--- src/rtl/roq_pkg.sv ---
package roq_pkg;
    typedef enum logic [1:0] {
        OCC_EMPTY   = 2'd0,
        OCC_PARTIAL = 2'd1,
        OCC_FULL    = 2'd2
    } occ_state_t;
endpackage

--- src/rtl/roq_occupancy.sv ---
module roq_occupancy
    import roq_pkg::*;
#(
    parameter int DEPTH = 8,
    parameter int IDX_W = $clog2(DEPTH),
    parameter int CNT_W = $clog2(DEPTH + 1)
) (
    input  logic             clk,
    input  logic             rst_n,
    input  logic             push_i,
    input  logic             pop_i,
    output logic [IDX_W-1:0] head_o,
    output logic [IDX_W-1:0] tail_o,
    output logic             empty_o,
    output logic             full_o
);
    localparam logic [CNT_W-1:0] CNT_FULL = CNT_W'(DEPTH);
    localparam logic [CNT_W-1:0] CNT_LAST = CNT_W'(DEPTH - 1);

    occ_state_t       state_q, state_d;
    logic [CNT_W-1:0] count_q, count_d;
    logic [IDX_W-1:0] head_q, tail_q;

    // state register
    always_ff @(posedge clk or negedge rst_n) begin
        if (!rst_n) state_q <= OCC_EMPTY;
        else        state_q <= state_d;
    end

    // transitions
    always_comb begin
        state_d = state_q;
        unique case (state_q)
            OCC_EMPTY: begin
                if (push_i) state_d = OCC_PARTIAL;
            end
            OCC_PARTIAL: begin
                if (push_i && !pop_i && count_q == CNT_LAST)
                    state_d = OCC_FULL;
                else if (pop_i && !push_i && count_q == CNT_W'(1))
                    state_d = OCC_EMPTY;
            end
            OCC_FULL: begin
                if (pop_i && !push_i) state_d = OCC_PARTIAL;
            end
            default: state_d = OCC_EMPTY;
        endcase
    end

    // outputs of the machine
    always_comb begin
        empty_o = (state_q == OCC_EMPTY);
        full_o  = (state_q == OCC_FULL);
    end

    always_comb begin
        count_d = count_q + CNT_W'(push_i) - CNT_W'(pop_i);
    end

    always_ff @(posedge clk or negedge rst_n) begin
        if (!rst_n) begin
            count_q <= '0;
            head_q  <= '0;
            tail_q  <= '0;
        end else begin
            count_q <= count_d;
            if (push_i) tail_q <= tail_q + 1'b1;
            if (pop_i)  head_q <= head_q + 1'b1;
        end
    end

    assign head_o = head_q;
    assign tail_o = tail_q;

    a_r3_no_overflow: assert property (@(posedge clk) disable iff (!rst_n)
        push_i |-> count_q != CNT_FULL);

    a_r10_no_underflow: assert property (@(posedge clk) disable iff (!rst_n)
        pop_i |-> count_q != '0);

    a_r1_state_matches_count: assert property (@(posedge clk) disable iff (!rst_n)
        ((state_q == OCC_EMPTY) == (count_q == '0)) &&
        ((state_q == OCC_FULL) == (count_q == CNT_FULL)));

    a_r2_pointer_gap: assert property (@(posedge clk) disable iff (!rst_n)
        IDX_W'(tail_q - head_q) == IDX_W'(count_q));

    a_r9_count_step: assert property (@(posedge clk) disable iff (!rst_n)
        $past(rst_n) |-> count_q == $past(count_q) + CNT_W'($past(push_i)) - CNT_W'($past(pop_i)));
endmodule

--- src/rtl/roq_entry_array.sv ---
module roq_entry_array #(
    parameter int DEPTH  = 8,
    parameter int IDX_W  = $clog2(DEPTH),
    parameter int AREG_W = 5,
    parameter int REN_W  = 4
) (
    input  logic              clk,
    input  logic              rst_n,
    input  logic              alloc_i,
    input  logic [IDX_W-1:0]  alloc_idx_i,
    input  logic [AREG_W-1:0] alloc_dest_i,
    input  logic [REN_W-1:0]  alloc_ren_i,
    input  logic              alloc_store_i,
    input  logic              bcast_i,
    input  logic [IDX_W-1:0]  bcast_idx_i,
    input  logic              release_i,
    input  logic [IDX_W-1:0]  head_idx_i,
    output logic              head_live_o,
    output logic              head_done_o,
    output logic              head_store_o,
    output logic [AREG_W-1:0] head_dest_o,
    output logic [REN_W-1:0]  head_ren_o
);
    logic [DEPTH-1:0] live_q, done_q, store_q;
    logic [AREG_W-1:0] dest_q [DEPTH];
    logic [REN_W-1:0]  ren_q  [DEPTH];

    for (genvar g = 0; g < DEPTH; g++) begin : g_slot
        logic hit_alloc, hit_bcast, hit_rel;
        assign hit_alloc = alloc_i   && (alloc_idx_i == IDX_W'(g));
        assign hit_bcast = bcast_i   && (bcast_idx_i == IDX_W'(g));
        assign hit_rel   = release_i && (head_idx_i  == IDX_W'(g));

        always_ff @(posedge clk or negedge rst_n) begin
            if (!rst_n) begin
                live_q[g]  <= 1'b0;
                done_q[g]  <= 1'b0;
                store_q[g] <= 1'b0;
                dest_q[g]  <= '0;
                ren_q[g]   <= '0;
            end else if (hit_alloc) begin
                live_q[g]  <= 1'b1;
                done_q[g]  <= 1'b0;
                store_q[g] <= alloc_store_i;
                dest_q[g]  <= alloc_dest_i;
                ren_q[g]   <= alloc_ren_i;
            end else if (hit_rel) begin
                live_q[g]  <= 1'b0;
                done_q[g]  <= 1'b0;
            end else if (hit_bcast && live_q[g]) begin
                done_q[g]  <= 1'b1;
            end
        end
    end

    assign head_live_o  = live_q[head_idx_i];
    assign head_done_o  = done_q[head_idx_i];
    assign head_store_o = store_q[head_idx_i];
    assign head_dest_o  = dest_q[head_idx_i];
    assign head_ren_o   = ren_q[head_idx_i];

    // a slot being released must be occupied and finished
    a_r4_release_finished: assert property (@(posedge clk) disable iff (!rst_n)
        release_i |-> live_q[head_idx_i] && done_q[head_idx_i]);

    a_r3_alloc_free_slot: assert property (@(posedge clk) disable iff (!rst_n)
        alloc_i |-> !live_q[alloc_idx_i]);
endmodule

--- src/rtl/roq_retire_ctrl.sv ---
module roq_retire_ctrl #(
    parameter int AREG_W = 5,
    parameter int REN_W  = 4,
    parameter int DATA_W = 32
) (
    input  logic              clk,
    input  logic              rst_n,
    input  logic              empty_i,
    input  logic              head_live_i,
    input  logic              head_done_i,
    input  logic              head_store_i,
    input  logic [AREG_W-1:0] head_dest_i,
    input  logic [REN_W-1:0]  head_ren_i,
    input  logic [DATA_W-1:0] ren_data_i,
    input  logic              sb_ready_i,
    output logic              retire_o,
    output logic [REN_W-1:0]  ren_rd_idx_o,
    output logic              rf_wr_en_o,
    output logic [AREG_W-1:0] rf_wr_addr_o,
    output logic [DATA_W-1:0] rf_wr_data_o,
    output logic              ren_free_o,
    output logic [REN_W-1:0]  ren_free_idx_o,
    output logic              sb_valid_o,
    output logic [DATA_W-1:0] sb_data_o
);
    logic head_ready;

    always_comb begin
        head_ready     = !empty_i && head_live_i && head_done_i;
        sb_valid_o     = head_ready && head_store_i;
        retire_o       = head_ready && (!head_store_i || sb_ready_i);
        rf_wr_en_o     = retire_o && !head_store_i;
        rf_wr_addr_o   = head_dest_i;
        rf_wr_data_o   = ren_data_i;
        ren_rd_idx_o   = head_ren_i;
        ren_free_o     = retire_o;
        ren_free_idx_o = head_ren_i;
        sb_data_o      = ren_data_i;
    end

    a_r7_store_skips_rf: assert property (@(posedge clk) disable iff (!rst_n)
        sb_valid_o |-> !rf_wr_en_o);

    a_r8_store_holds: assert property (@(posedge clk) disable iff (!rst_n)
        (sb_valid_o && !sb_ready_i) |=> sb_valid_o && $stable(ren_rd_idx_o));

    a_r10_idle_when_empty: assert property (@(posedge clk) disable iff (!rst_n)
        empty_i |-> !ren_free_o && !sb_valid_o);
endmodule

--- src/rtl/retire_order_queue.sv ---
module retire_order_queue #(
    parameter int DEPTH  = 8,
    parameter int AREG_W = 5,
    parameter int REN_W  = 4,
    parameter int DATA_W = 32,
    localparam int IDX_W = $clog2(DEPTH)
) (
    input  logic              clk,
    input  logic              rst_n,
    input  logic              disp_valid_i,
    input  logic [AREG_W-1:0] disp_dest_i,
    input  logic [REN_W-1:0]  disp_ren_i,
    input  logic              disp_store_i,
    output logic              disp_ready_o,
    output logic [IDX_W-1:0]  disp_tag_o,
    output logic              empty_o,
    input  logic              wb_valid_i,
    input  logic [IDX_W-1:0]  wb_tag_i,
    output logic [REN_W-1:0]  ren_rd_idx_o,
    input  logic [DATA_W-1:0] ren_rd_data_i,
    output logic              rf_wr_en_o,
    output logic [AREG_W-1:0] rf_wr_addr_o,
    output logic [DATA_W-1:0] rf_wr_data_o,
    output logic              ren_free_o,
    output logic [REN_W-1:0]  ren_free_idx_o,
    output logic              sb_valid_o,
    output logic [DATA_W-1:0] sb_data_o,
    input  logic              sb_ready_i
);
    logic             full, empty, push, pop;
    logic [IDX_W-1:0] head, tail;
    logic             h_live, h_done, h_store;
    logic [AREG_W-1:0] h_dest;
    logic [REN_W-1:0]  h_ren;

    assign push         = disp_valid_i && !full;
    assign disp_ready_o = !full;
    assign disp_tag_o   = tail;
    assign empty_o      = empty;

    roq_occupancy #(.DEPTH(DEPTH)) u_occ (
        .clk(clk), .rst_n(rst_n), .push_i(push), .pop_i(pop),
        .head_o(head), .tail_o(tail), .empty_o(empty), .full_o(full)
    );

    roq_entry_array #(.DEPTH(DEPTH), .AREG_W(AREG_W), .REN_W(REN_W)) u_arr (
        .clk(clk), .rst_n(rst_n),
        .alloc_i(push), .alloc_idx_i(tail), .alloc_dest_i(disp_dest_i),
        .alloc_ren_i(disp_ren_i), .alloc_store_i(disp_store_i),
        .bcast_i(wb_valid_i), .bcast_idx_i(wb_tag_i),
        .release_i(pop), .head_idx_i(head),
        .head_live_o(h_live), .head_done_o(h_done), .head_store_o(h_store),
        .head_dest_o(h_dest), .head_ren_o(h_ren)
    );

    roq_retire_ctrl #(.AREG_W(AREG_W), .REN_W(REN_W), .DATA_W(DATA_W)) u_ret (
        .clk(clk), .rst_n(rst_n), .empty_i(empty),
        .head_live_i(h_live), .head_done_i(h_done), .head_store_i(h_store),
        .head_dest_i(h_dest), .head_ren_i(h_ren), .ren_data_i(ren_rd_data_i),
        .sb_ready_i(sb_ready_i), .retire_o(pop), .ren_rd_idx_o(ren_rd_idx_o),
        .rf_wr_en_o(rf_wr_en_o), .rf_wr_addr_o(rf_wr_addr_o),
        .rf_wr_data_o(rf_wr_data_o), .ren_free_o(ren_free_o),
        .ren_free_idx_o(ren_free_idx_o), .sb_valid_o(sb_valid_o),
        .sb_data_o(sb_data_o)
    );

    // the tag handed out stays ahead of retirement; a full queue refuses dispatch
    a_r5_full_blocks: assert property (@(posedge clk) disable iff (!rst_n)
        full |-> !disp_ready_o && !empty_o);
endmodule

--- config.mk ---
export PLATFORM = sky130hd
export DESIGN_NAME = retire_order_queue
export DESIGN_NICKNAME = d
export VERILOG_FILES = /design/src/rtl/roq_pkg.sv /design/src/rtl/roq_occupancy.sv /design/src/rtl/roq_entry_array.sv /design/src/rtl/roq_retire_ctrl.sv /design/src/rtl/retire_order_queue.sv
export SDC_FILE = /design/constraint.sdc
export NUM_CORES = 1
export LEC_CHECK = 0
export ABC_AREA = 1
export BUFFER_PORTS_ARGS = -buffer_cell sky130_fd_sc_hd__buf_2
export CAP_MARGIN = 15
export CORE_UTILIZATION = 30
export DETAILED_ROUTE_END_ITERATION = 16
export PLACE_DENSITY = 0.57
export SYNTH_ARGS = -nofsm -noshare
export SYNTH_HDL_FRONTEND = slang
export SYNTH_SLANG_ARGS = --single-unit
--- constraint.sdc ---
create_clock -name clk -period 4.58 [get_ports clk]
set_input_delay 0.229 -clock clk [delete_from_list [all_inputs] [get_ports clk]]
set_output_delay 0.229 -clock clk [all_outputs]
set_load 0.05 [all_outputs]
==> metrics.txt, run 1 <==
outcome finished, final reports clean; post-route ant nets 0; final setup TNS 0 ns; Post-CTS Setup Bufs 0; Placed Instances 863; CP arrival about 3.1 ns; dominant cell type by area after synthesis dfrtp_1; fmax 348 MHz; CP Capture Type register; Power Dens Cells 819 nW/um^2; Yosys warning total 0; switching part of the total 0.479; Worst-Skew Late Latency 0.34 ns; Slew Limit Fails 0; Clk network pwr share 0.156; Pre-antenna DRT Iters 5; top-area cell type share of the netlist area 0.474; syn nets 755; final setup vio count 0; Critical Path RT 4.81 ns; pin count of the biggest net entering global routing 72; EDFF count, synth 0; minimum clock period 2.88 ns; gr usage total 0.140; WS Path Type reg -> reg; Max IR drop VDD 0.891 mV; CTS root buffer clkbuf_16; Worst Hold Class in -> async; Core ar. around 19000 um^2; main flop type after synthesis dfrtp_1; sequential-to-total area share from yosys stat 0.474; Worst-Margin Slew 0.971 ns; Logic pwr share 0.492; DRC 0; TritonCTS clock tree yes; Rel. slew slack 0.351; die width about 140 um; Layout Nets slightly above 700; row count 50; Post-Syn Area 5700 um^2; CTS Buffer Depth 2; max cap viols 0; DIE AREA 19500 um^2; most frequent cells after synthesis nand2_1, o21ai_0, dfrtp_1, nor2_1, buf_4; CTS H-tree depth 3; Area Growth Syn to Fin 2.09%; post-synthesis instance total 686; sequential power share 0.352; Final Hold Fails 0; CTS buffer count 9; CTS Sinks approximately 110; count of cell types in the netlist 29; worst-path maximum fanout 22; flops & latches, synth 108; iteration-0 DRC count of the detailed router 248; Clock transition at path regs around 0.07 ns; Switch Pwr between 0.002 and 0.0025 W; syn_area_per_cell ~8.3 um^2; Post-CTS Resized 0; initial antenna violation count 0; Die Span Y 140 um; leakage 2.84 nW; vias post-DR between 4000 and 5000; number of I/O pins 135; asr flop ratio synth 1.00; wire per inst 15.1 um; Final Wtd Congestion 0.842; Clock Skew 0.00933 ns; most area-consuming cells after synthesis dfrtp_1, o21ai_0, buf_4; total power 0.00477 W; initial core utilization 0.306; Worst setup SP type register; Worst Setup SP u_occ.head_o[2]; share of layout cells above drive strength 1 0.110; Final Cycle Share 0.628; Power Internal around 0.0025 W; unrepaired setup endpoints after global routing false; CTS Hold Buffers Added 0; Diodes inserted 0; Post-Layout Cell Count between 800 and 900; Critical R2R Launch u_occ.head_o[2]; grt ovf 0; most common cell in the synthesized netlist nand2_1; dpl hpwl about 8600 um; via count of the first global-routing pass 4034; I/O Buffers 38; via/cell ratio 4.79; drt total wl about 13000 um; first-pass GRT wire length 21700 um
==> power groups by stage <==
| stage | combinational (W) | sequential [W] | clock (W) |
|---|---|---|---|
| detailed placement | 0.00236 | 0.00169 | 0 |
| finish | 0.00235 | 0.00168 | 0.000744 |
| CTS | 0.00237 | 0.00167 | 0.000762 |
| global route | 0.00264 | 0.00172 | 0.000797 |
| global placement | 0.00233 | 0.00169 | 0 |
| floorplan | 0.00203 | 0.00165 | 0 |
==> cell families (layout without fill, tap and decap cells) <==
logic type      after synthesis  after routing  share of synthesized area
fa+ha+maj                    19             19                     0.0430
compound gates              153            153                      0.142
flops                       108            108                      0.474
buf+inv                     151            110                      0.153
xor+xnor                      4              4                    0.00615
simple gates                251            251                      0.182
==> per-layer routing <==
metal  track usage  wire, um  part of all wire
met4        0.0376       218             0.016
met2         0.219      5860              0.44
met5             0         0                 0
met3        0.0282       657             0.050
met1         0.197      6530              0.49
==> sequential cells by signal (all words and copies together), names as in the netlist <==
name	cells
u_arr.dest_q	40
u_arr.done_q	8
u_arr.live_q	8
u_arr.ren_q	32
u_arr.store_q	8
u_occ.count_q	4
u_occ.head_o	3
u_occ.state_q	2
u_occ.tail_o	3
==> critical path, cell delays in order, from the launching register on <==
cell and delay (ns):
dfrtp_1 0.46, inv_1 0.63, nand3_1 0.22, nand3_2 0.17, nand3_4 0.14, inv_2 0.12
ha_1 0.23, inv_1 0.05, ha_1 0.15, inv_1 0.06, fa_1 0.40, xnor2_1 0.14
==> per-stage QoR <==
step	util	hold WS [ns]	worst slack [ns]	cell area, um^2
final	0.312	0.0248	1.70	5820
after global routing	0.312	0.109	1.45	5820
after CTS	0.312	0.0730	1.67	5820
after detailed placement	0.297	0.435	1.67	5530
after global placement	0.297	0.431	1.76	5530
after floorplan	-	-0.0666	1.68	5700
==> layout make-up <==
type	count	area [um^2]
clock buffer	13	260
inverter	53	199
sequential	108	2700
timing repair buffer	41	215
tap	234	293
fill	2009	12800
clock inverter	3	21.3
multi-input combinational	427	2120
==> worst paths after layout <==
path	end	cells after the start	slack, ns
max	u_occ.count_q[2]	11	1.70
min	u_arr.done_q[3]	1	0.02
max reg2reg	u_occ.count_q[2]	11	1.70
min reg2reg	u_occ.state_q[0]	1	0.48
max in group asynchronous	u_arr.done_q[4]	2	3.50
min in group clk	u_arr.store_q[4]	3	0.15
==> cells in the final DEF (no fill, tap or decap), types with 2 or more instances in the layout <==
cell type	instances
nand2_1	132
o22ai_1	9
xor2_1	2
a31oi_1	19
inv_1	47
nand2_2	4
dfrtp_1	108
o21ai_1	5
ha_1	18
clkbuf_16	9
o21ai_0	117
inv_2	6
nand4_1	2
buf_2	37
nand3_1	29
nor2_1	76
nor3_2	2
nor2_2	2
clkbuf_8	2
buf_4	4
xnor2_1	2
clkbuf_1	2
(Power assumes the default switching activity.)
==> run 2: changes to the inputs <==
Settings changed: PLACE_DENSITY 0.57 to 0.58.
Clock period 4.58 ns to 2.3 ns, I/O delays scaled along.
==> metrics.txt, run 2 (synthesis gave the netlist of run 1 again) <==
outcome finished, final reports clean (unchanged); final setup TNS 0 ns (unchanged); Final Wtd Congestion 0.831 (was 0.842); dpl hpwl 8890 um (was 8550 um); Switch Pwr 0.00485 W (was 0.00228 W); via/cell ratio 4.72 (was 4.79); gr usage total 0.147 (was 0.140); Pre-antenna DRT Iters 5 (unchanged); Slowest-stage cell, CP fa_2 (was inv_1); Clock Skew 0.00888 ns (was 0.00933 ns); row count 50 (unchanged); Core ar. 18600 um^2 (unchanged); CP arrival 2.49 ns (was 3.10 ns); Worst Hold Class in -> reg (was in -> async); via count of the first global-routing pass 4125 (was 4034); Layout Nets 737 (was 709); Power Dens Cells 1660 nW/um^2 (was 819 nW/um^2); Slew Limit Fails 0 (unchanged); Reg2Reg Setup Slack 0.06 ns (was 1.70 ns); WS Path Type reg -> reg (unchanged); Worst-Margin Slew 0.792 ns (was 0.971 ns); Buf+Inv Stages, Crit Path 5 (was 4); final setup vio count 0 (unchanged); number of I/O pins 135 (unchanged); Logic pwr share 0.518 (was 0.492); max incr delay on CP 0.55 ns (was 0.63 ns); CTS root buffer clkbuf_16 (unchanged); commonest non-fill, non-tap cell in the layout nand2_1 (unchanged); Placed Area 5750 um^2 (was 5530 um^2); CTS Buffer Depth 2 (unchanged); minimum clock period 2.24 ns (was 2.88 ns); vias post-DR 4284 (was 4210); CTS Sinks 108 (unchanged); fmax 447 MHz (was 348 MHz); Die Span Y 140 um (unchanged); Rel. slew slack 0.472 (was 0.351); Critical Path RT 2.55 ns (was 4.81 ns); post-route ant nets 0 (unchanged); wire per inst 15.2 um (was 15.1 um); Clock transition at path regs 0.07 ns (about the same); grt ovf 0 (unchanged); Clk network pwr share 0.158 (was 0.156); crit path cell chain buf_6, nand2_2, nand3_2, nand3_2, nand3_4, nand3_4, inv_8, ha_4, inv_2, ha_4, inv_2, fa_2, inv_1 (was inv_1, nand3_1, nand3_2, nand3_4, inv_2, ha_1, inv_1, ha_1, inv_1, fa_1, xnor2_1); most frequent cells in the layout nand2_1, o21ai_0, dfrtp_1 (unchanged); Reg with most FFs u_arr.dest_q (unchanged); largest registers u_arr.dest_q x40, u_arr.ren_q x32 (unchanged); Power Internal 0.00550 W (was 0.00248 W); first-pass GRT wire length 22300 um (was 21700 um); CP Capture Type register (unchanged); sequential power share 0.323 (was 0.352); Final Cycle Share 0.973 (was 0.628); Min Hold Slack 0.0190 ns (was 0.0248 ns); max cap viols 0 (unchanged); switching part of the total 0.469 (was 0.479); Placed Instances 884 (was 863); pin count of the biggest net entering global routing 60 (was 72); Worst-Skew Late Latency 0.36 ns (was 0.34 ns); drt total wl 13800 um (was 13300 um); worst-path maximum fanout 6 (was 22); share of layout cells above drive strength 1 0.184 (was 0.110); die width 140 um (unchanged); Diodes inserted 0 (unchanged); Post-Layout Cell Count 907 (was 879); Final Hold Fails 0 (unchanged); DIE AREA 19500 um^2 (unchanged); fin area 6250 um^2 (was 5820 um^2); TritonCTS clock tree yes (unchanged); leakage 3.02 nW (was 2.84 nW); initial antenna violation count 0 (unchanged); iteration-0 DRC count of the detailed router 318 (was 248); I/O Buffers 38 (unchanged); initial core utilization 0.306 (unchanged); Worst setup SP type register (unchanged); CTS buffer count 9 (unchanged); max reg flops 40 (unchanged); fill cell count 2006 (was 2009); Area Growth Syn to Fin 9.75% (was 2.09%); CTS H-tree depth 3 (unchanged); CP delay by family, top adder cells (was buffers and inverters); DRC 0 (unchanged); Max IR drop VDD 1.46 mV (was 0.891 mV)
-- run 2: path summary, 6_finish.rpt --
check | end | start | depth (start not counted)
max reg2reg | u_occ.count_q[1] | u_occ.head_o[0] | 13
min reg2reg | u_arr.ren_q[27] | u_arr.ren_q[27] | 2
max | u_occ.count_q[1] | u_occ.head_o[0] | 13
min in group asynchronous | u_arr.dest_q[20] | rst_n | 2
max in group asynchronous | u_arr.ren_q[31] | rst_n | 3
min | u_arr.store_q[0] | disp_store_i | 3
-- run 2: power groups by stage --
stage	Combinational [W]	Clock [W]	Sequential, W
4_1_cts	0.00513	0.00169	0.00333
3_3_place_gp	0.00497	0	0.00335
3_5_place_dp	0.00503	0	0.00335
5_1_grt	0.00598	0.00176	0.00344
6_report	0.00536	0.00164	0.00335
2_1_floorplan	0.00412	0	0.00329
-- run 2: stage by stage --
step	util	setup slack, ns	power, W
after floorplan	-	-0.0562	0.00741
after global placement	0.308	-0.0147	0.00832
after CTS	0.328	0.00106	0.0101
after global routing	0.335	-0.0353	0.0112
final	0.335	0.0613	0.0103
after detailed placement	0.308	-0.0824	0.00838
-- run 2: layer usage --
| layer | share of wire | vias to the layer above | global-route usage | routed length (um) |
|---|---|---|---|---|
| li1 | - | 2117 | - | - |
| met1 | 0.48 | 2050 | 0.199 | 6560 |
| met2 | 0.46 | 89 | 0.232 | 6270 |
| met3 | 0.045 | 28 | 0.0289 | 623 |
| met4 | 0.022 | 0 | 0.0509 | 302 |
| met5 | 0 | - | 0 | 0 |
-- run 2: what timing repair did --
action                                  in CTS  in global routing
endpoints found under the setup margin      10                  8
pin swaps                                    1                 12
gates resized for setup                      9                 26
endpoints found under the hold margin       57                  0
buffers inserted                             1                  5
hold buffers                                 1                  0
-- run 2: worst reg2reg max path, delay by kind of cell (launching register included) --
family / cells / cell delay, ns
adders and majority gates: 3 / 0.90
and+or+nand+nor: 5 / 0.44
buffers and inverters: 5 / 0.33
DFF: 1 / 0.47
-- run 2: cell type report --
type,count,area [um^2],area share
multi-input cells,427,2250,0.360
clock buffers,10,239,0.0382
flip-flops and latches,108,2700,0.432
well taps,234,293,0.0468
inverters,53,211,0.0338
clock inverters,6,81.3,0.0130
repair buffers,69,473,0.0756
==> run 3: changes to the inputs <==
Settings changed: PLACE_DENSITY 0.58 to 0.57.
Clock period 2.3 ns to 2.5 ns, I/O delays scaled along.
==> metrics.txt, run 3 (synthesis gave the netlist of run 1 again) <==
Final Hold Fails 0 (unchanged); initial antenna violation count 0 (unchanged); drt total wl 13500 um (was 13800 um); Worst-Margin Slew 0.529 ns (was 0.792 ns); WS Path Type reg -> reg (unchanged); largest registers u_arr.dest_q x40, u_arr.ren_q x32 (unchanged); Global Route met2 Usage 0.232 (about the same); DIE AREA 19500 um^2 (unchanged); fmax 429 MHz (was 447 MHz); Slew Limit Fails 0 (unchanged); CTS Buffer Depth 2 (unchanged); GR Util met3 0.0317 (was 0.0289); CP Capture Type register (unchanged); CTS Sinks 108 (unchanged); commonest non-fill, non-tap cell in the layout nand2_1 (unchanged); Layout Nets 723 (was 737); most frequent cells in the layout nand2_1, o21ai_0, dfrtp_1 (unchanged); Area Growth Syn to Fin 4.81% (was 9.75%); Reg with most FFs u_arr.dest_q (unchanged); Final Cycle Share 0.931 (was 0.973); vias post-DR 4223 (was 4284); fill cell count 1979 (was 2006); die width 140 um (unchanged); DRC 0 (unchanged); Clock transition at path regs 0.07 ns (about the same); first-pass GRT wire length 22300 um (about the same); leakage 2.90 nW (was 3.02 nW); Final Wtd Congestion 0.872 (was 0.831); register area 2700 um^2 (unchanged); fin area 5970 um^2 (was 6250 um^2); Critical Path RT 2.74 ns (was 2.55 ns); Die Span Y 140 um (unchanged); Core ar. 18600 um^2 (unchanged); number of I/O pins 135 (unchanged); outcome finished, final reports clean (unchanged); TritonCTS clock tree yes (unchanged); area occupied by multi-input gates 2160 um^2 (was 2250 um^2); gr usage total 0.147 (about the same); final setup TNS 0 ns (unchanged); Clock Skew 0.0106 ns (was 0.00888 ns); max reg flops 40 (unchanged); I/O Buffers 38 (unchanged); CTS root buffer clkbuf_16 (unchanged); Worst Hold Class in -> reg (unchanged); dpl hpwl 8740 um (was 8890 um); via count of the first global-routing pass 4181 (was 4125); wire per inst 15.1 um (was 15.2 um); GRT met1 Usage 0.201 (was 0.199); iteration-0 DRC count of the detailed router 328 (was 318); grt ovf 0 (unchanged); Pre-antenna DRT Iters 5 (unchanged); final setup vio count 0 (unchanged); minimum clock period 2.33 ns (was 2.24 ns); CP arrival 2.57 ns (was 2.49 ns); post-route ant nets 0 (unchanged); busiest grt layer met2 (unchanged); via/cell ratio 4.73 (was 4.72); Max IR drop VDD 1.37 mV (was 1.46 mV); Rel. slew slack 0.646 (was 0.472); CTS H-tree depth 3 (unchanged); Power Dens Cells 1500 nW/um^2 (was 1660 nW/um^2); worst-path maximum fanout 8 (was 6); pin count of the biggest net entering global routing 61 (was 60); share of layout cells above drive strength 1 0.140 (was 0.184); Placed Area 5670 um^2 (was 5750 um^2); CTS buffer count 9 (unchanged); Diodes inserted 0 (unchanged); initial core utilization 0.306 (unchanged); Worst setup SP type register (unchanged); unrepaired setup endpoints after global routing false; Worst-Skew Late Latency 0.36 ns (about the same); max cap viols 0 (unchanged); row count 50 (unchanged)
run 3: layer usage:
metal,routed length [um],vias up,part of all wire
met5,0,-,0
met2,5910,114,0.44
met4,248,0,0.018
met3,724,29,0.054
li1,-,2093,-
met1,6620,1987,0.49
run 3: what timing repair did:
item	in CTS	in global routing
setup endpoints to repair	0	8
hold buffers	1	0
hold endpoints to repair	68	0
gates resized for setup	0	4
setup buffers	0	1
run 3: final timing paths:
kind	startpoint	end	slack (ns)	cells after the start
min	disp_store_i	u_arr.store_q[4]	0.03	3
max	u_occ.head_o[0]	u_occ.count_q[1]	0.17	13
min in group asynchronous	rst_n	u_arr.dest_q[25]	0.13	2
max reg2reg	u_occ.head_o[0]	u_occ.count_q[1]	0.17	13
max in group asynchronous	rst_n	u_arr.dest_q[2]	1.62	3
min reg2reg	u_arr.ren_q[19]	u_arr.ren_q[19]	0.48	2
run 3: area by class of cell:
| type | count | share of cell area |
|---|---|---|
| Inverter | 53 | 0.0337 |
| Timing Repair Buffer | 55 | 0.0568 |
| Clock buffer | 10 | 0.0383 |
| Clock inverter | 6 | 0.00796 |
| Multi-Input combinational cell | 427 | 0.361 |
| Tap cell | 234 | 0.0490 |
| Sequential cell | 108 | 0.453 |
run 3: worst max-delay path, cell delays in order (launching register included):
cell	delay (ns)
dfrtp_2	0.46
buf_4	0.18
nand3_1	0.06
nand3_1	0.08
nand3_1	0.11
nand2_2	0.08
nand3_4	0.09
inv_2	0.06
ha_1	0.29
inv_1	0.06
ha_1	0.15
inv_1	0.06
fa_1	0.50
inv_1	0.05
run 3: where the power goes:
group | leakage [nW] | internal (W) | switching, W | total, W
clock | 0.133 | 0.000686 | 0.000663 | 0.00135
combinational | 1.43 | 0.00140 | 0.00313 | 0.00453
sequential | 1.34 | 0.00256 | 0.000505 | 0.00307
run 3: per-stage QoR:
stage	utilization	setup WS (ns)	total power, W	hold slack [ns]	instances
detailed placement	0.304	0.150	0.00760	-0.0269	875
finish	0.320	0.172	0.00895	0.0304	893
global placement	0.304	0.210	0.00754	-0.0308	875
global route	0.320	0.00661	0.00971	0.0519	893
CTS	0.319	0.0616	0.00898	0.0264	892
floorplan	-	0.0123	0.00680	-0.171	686
